$ cat src/rtl/cfz_pkg.sv
package cfz_pkg;
  localparam int NUM_CACHES  = 2;
  localparam int STATE_W     = 2;
  localparam int FE_BASE     = NUM_CACHES * STATE_W;
  localparam int CTRL_W      = FE_BASE + NUM_CACHES;

  typedef enum logic [STATE_W-1:0] {
    CS_OFF    = 2'b00,
    CS_FROZEN = 2'b01,
    CS_ON     = 2'b11
  } cacheState_t;

  typedef struct packed {
    logic                  load;
    logic [NUM_CACHES-1:0] freeze;
    logic                  fwd;
  } strobe_t;
endpackage

$ cat src/rtl/cfz_control.sv
module cfz_control
  import cfz_pkg::*;
(
  input  logic              wrEn,
  input  logic [CTRL_W-1:0] wrLow,
  input  logic [CTRL_W-1:0] regLow,
  input  logic              ackValid,
  output strobe_t           strobes
);
  logic [CTRL_W-1:0] effLow;

  // Freeze decision is made on the value the register would hold after a write.
  assign effLow = wrEn ? wrLow : regLow;

  genvar gi;
  generate
    for (gi = 0; gi < NUM_CACHES; gi++) begin : g_cache
      logic [STATE_W-1:0] curState;
      assign curState = effLow[gi*STATE_W +: STATE_W];
      assign strobes.freeze[gi] = ackValid && effLow[FE_BASE+gi] &&
                                  (curState == CS_ON);
    end
  endgenerate

  assign strobes.load = wrEn;
  assign strobes.fwd  = ackValid;
endmodule

$ cat src/rtl/cfz_datapath.sv
module cfz_datapath
  import cfz_pkg::*;
#(
  parameter int REG_W = 32,
  parameter int ID_W  = 4
) (
  input  logic             clk,
  input  logic             rstN,
  input  strobe_t          strobes,
  input  logic [REG_W-1:0] wrData,
  input  logic [ID_W-1:0]  ackId,
  output logic [REG_W-1:0] ctrlQ,
  output logic             fwdValid,
  output logic [ID_W-1:0]  fwdId
);
  logic [REG_W-1:0] loaded;
  logic [REG_W-1:0] ctrlD;

  assign loaded = strobes.load ? wrData : ctrlQ;

  always_comb begin
    ctrlD = loaded;
    for (int i = 0; i < NUM_CACHES; i++) begin
      if (strobes.freeze[i]) ctrlD[i*STATE_W +: STATE_W] = CS_FROZEN;
    end
  end

  always_ff @(posedge clk) begin
    if (!rstN) begin
      ctrlQ    <= '0;
      fwdValid <= 1'b0;
      fwdId    <= '0;
    end else begin
      ctrlQ    <= ctrlD;
      fwdValid <= strobes.fwd;
      if (strobes.fwd) fwdId <= ackId;
    end
  end
endmodule

$ cat src/rtl/cache_freeze_ctrl.sv
module cache_freeze_ctrl
  import cfz_pkg::*;
#(
  parameter int REG_W = 32,
  parameter int ID_W  = 4
) (
  input  logic             clk,
  input  logic             rstN,
  input  logic             wrEn,
  input  logic [REG_W-1:0] wrData,
  output logic [REG_W-1:0] rdData,
  input  logic             ackValid,
  input  logic [ID_W-1:0]  ackId,
  output logic             fwdValid,
  output logic [ID_W-1:0]  fwdId
);
  strobe_t          strobes;
  logic [REG_W-1:0] ctrlQ;

  cfz_control u_ctrl (
    .wrEn     (wrEn),
    .wrLow    (wrData[CTRL_W-1:0]),
    .regLow   (ctrlQ[CTRL_W-1:0]),
    .ackValid (ackValid),
    .strobes  (strobes)
  );

  cfz_datapath #(.REG_W(REG_W), .ID_W(ID_W)) u_dp (
    .clk      (clk),
    .rstN     (rstN),
    .strobes  (strobes),
    .wrData   (wrData),
    .ackId    (ackId),
    .ctrlQ    (ctrlQ),
    .fwdValid (fwdValid),
    .fwdId    (fwdId)
  );

  assign rdData = ctrlQ;
endmodule

$ cat config.mk
export PLATFORM = sky130hd
export DESIGN_NAME = cache_freeze_ctrl
export DESIGN_NICKNAME = d
export VERILOG_FILES = /design/src/rtl/cfz_pkg.sv /design/src/rtl/cfz_control.sv /design/src/rtl/cfz_datapath.sv /design/src/rtl/cache_freeze_ctrl.sv
export SDC_FILE = /design/constraint.sdc
export NUM_CORES = 1
export LEC_CHECK = 0
export BUFFER_PORTS_ARGS = -buffer_cell sky130_fd_sc_hd__buf_2
export CORE_MARGIN = 8
export CORE_UTILIZATION = 44
export CTS_CLUSTER_DIAMETER = 60
export DETAILED_ROUTE_END_ITERATION = 10
export PLACE_DENSITY = 0.79
export SLEW_MARGIN = 20
export SYNTH_ARGS = -nofsm -noshare
export SYNTH_HDL_FRONTEND = slang
export SYNTH_SLANG_ARGS = --single-unit
$ cat constraint.sdc
create_clock -name clk -period 0.99 [get_ports clk]
set_input_delay 0.1485 -clock clk [delete_from_list [all_inputs] [get_ports clk]]
set_output_delay 0.1485 -clock clk [all_outputs]
set_load 0.005 [all_outputs]
==> metrics.txt <==
Clock power frac=30.1%; Setup WS pre-CTS=0.00478 ns; syn_nets=162; vias per cell=4.62; hold buffers post-CTS=0; FFs w/ async S/R, synth=0%; unrepaired setup endpoints after global routing=true; die width=73.2 um; Unique masters post-synth=11; synthesized area=1440 um2; Hold Crit Depth=3; Syn Area/Cell=11.8 um2; post-synthesis cell count=122; sequential element share of the synthesized area=51.5%; DP Cell Count=237; Clock transition at path regs=0.11 ns; Internal=2240 uW; I/O pin count=77; Final ANT Viol Nets=0; CP bufs+invs=1; worst hold margin=0.0707 ns; Pre-antenna DRT Iters=4; Seq cells post-synth=37; antenna cell count=0; Least-Margin Pin Slew=0.457 ns; crit-path max FO=3; layout cells sized above 1=54.5%; synth cell count leaders=dfxtp_1, mux2i_1, nor2b_1; Layout Cells excl Fill=246; final worst path period share=95.6%; Pleak=0.00101 uW; Setup Viol. Count Final=0; Final Hold Vio Count=0; Setup crit end kind=output pin; setup TNS=0 ns; clock tree sinks=37; Critical Path Slowest Stage Cell=dfxtp_2; clock root cell=clkbuf_4; Worst EP required=0.84 ns; clk_lat worst skew=0.33 ns; biggest cell delay along the critical path=0.37 ns; combinational share of power=14.4%; initial antenna violation count=0; FF-to-FF path depth=2; area of the core=3080 um2; Slew Limit Headroom=69.6%; first-pass GRT wire length=5450 um; largest net degree at the start of global routing=38; status=finished clean; setup ws final=0.0434 ns; largest cells by area after synthesis=dfxtp_1, mux2i_1, nor2b_1; Sw Pwr=696 uW; CP arrival=0.80 ns; Layout area overhead=36.4%; Hold Path Class=input pin to flop; CTS tree=built; CP cell instances=buf_6; warnings from Yosys=0; critical path depth in cells=1; sw frac=23.7%; FILL cells=270; Port Buffers=76; vias in the first global route=1,206; Flop pwr share=55.5%; die area=5360 um2; max-cap viol count=0; total length of routed wires=3440 um; NumNets Final=241; ys flop type=dfxtp_1; hpwl dp=2620 um; CP startpoint kind=flop; pwr/cell area=1500 nW/um2; top-area cell type share of the netlist area=51.5%; global placer's final weighted congestion=0.680; upper clock frequency limit=1.06 GHz; worst-case clock buffer depth=2; Remaining Overflow, GRT=0; total power=2940 uW; wire per inst=14.0 um; Setup CP Type=flop to output pin; Total Routing Usage GR=12.9%; H-tree Lvls=2; CTS Buf Count=5; cell taking the most area after synthesis=dfxtp_1; minimum clock period=0.947 ns; peak supply drop=0.905 mV; clock skew=0.00523 ns; Die Y-Extent=73.2 um; Rows=20; CP top delay family=flip-flops; initial core utilization=46.7%; initial drt markers=51; max-slew violation count=0; total number of vias=1,136; DRC Markers=0; top-count cell post-synth=dfxtp_1; Post-synth EDFFs=0
-- final cells by class --
cell class / count / area, um2 / share of cell area [%]
Timing Repair Buffer: 80 / 435 / 22.2
Clock inverter: 1 / 5.00 / 0.255
Sequential cell: 37 / 766 / 39.0
Multi-Input combinational cell: 77 / 637 / 32.4
Clock buffer: 7 / 65.1 / 3.31
Tap cell: 44 / 55.1 / 2.80
-- power by group through the flow --
stage | Clock [uW] | Sequential [uW] | Combinational (uW)
floorplan | 0 | 1660 | 212
global placement | 0 | 1650 | 405
detailed placement | 0 | 1650 | 423
CTS | 920 | 1620 | 423
global route | 973 | 1640 | 472
finish | 885 | 1630 | 424
-- stage by stage --
step	instance area, um2	utilization (%)
detailed placement	1850	60.0
global route	1960	63.8
CTS	1920	62.4
floorplan	1440	-
global placement	1850	60.0
finish	1960	63.8
-- cell usage in the layout, fill, tap and decap left out --
cell type / instances
buf_12: 1
mux2_4: 2
clkbuf_4: 5
and4_1: 2
clkbuf_8: 2
buf_2: 74
buf_6: 2
and2_1: 1
buf_4: 3
clkinv_2: 1
mux2i_1: 34
nor2b_1: 34
nand4_1: 2
dfxtp_2: 20
dfxtp_1: 17
nand4b_1: 2
-- flip-flops by register name, summed over array words and instances (netlist names) --
name / flops
u_dp.fwdId: 4
u_dp.ctrlQ: 32
u_dp.fwdValid: 1
-- layer usage --
metal | global-route usage, % | up-vias | share of wire [%]
li1 | - | 568 | -
met1 | 14.0 | 519 | 40
met2 | 21.7 | 46 | 50
met3 | 6.32 | 3 | 9.1
met4 | 3.33 | 0 | 0.49
met5 | 0 | - | 0
-- worst paths after layout --
kind | from | endpoint | slack [ns]
worst max-delay path | u_dp.ctrlQ[0]$_SDFFE_PN0P_ | rdData[0] | 0.04
worst min-delay path | wrData[14] | u_dp.ctrlQ[14]$_SDFFE_PN0P_ | 0.07
worst max register to register | u_dp.ctrlQ[3]$_SDFFE_PP0P_ | u_dp.ctrlQ[3]$_SDFFE_PP0P_ | 0.10
worst min register to register | u_dp.ctrlQ[24]$_SDFFE_PN0P_ | u_dp.ctrlQ[24]$_SDFFE_PN0P_ | 0.52
-- cell families (layout without fill, tap and decap cells) --
| logic type | Yosys count | count (layout) | share of synthesized area [%] |
|---|---|---|---|
| buffers and inverters | 8 | 88 | 4.26 |
| and+or+nand+nor | 41 | 41 | 18.5 |
| muxes | 36 | 36 | 25.7 |
| DFF | 37 | 37 | 51.5 |
-- timing repair --
item | 4_1_cts | 5_1_grt
setup buffers | 0 | 1
setup endpoints to repair | 3 | 20
resized for setup | 3 | 19
No activity file was read; power rests on OpenSTA's default activity.
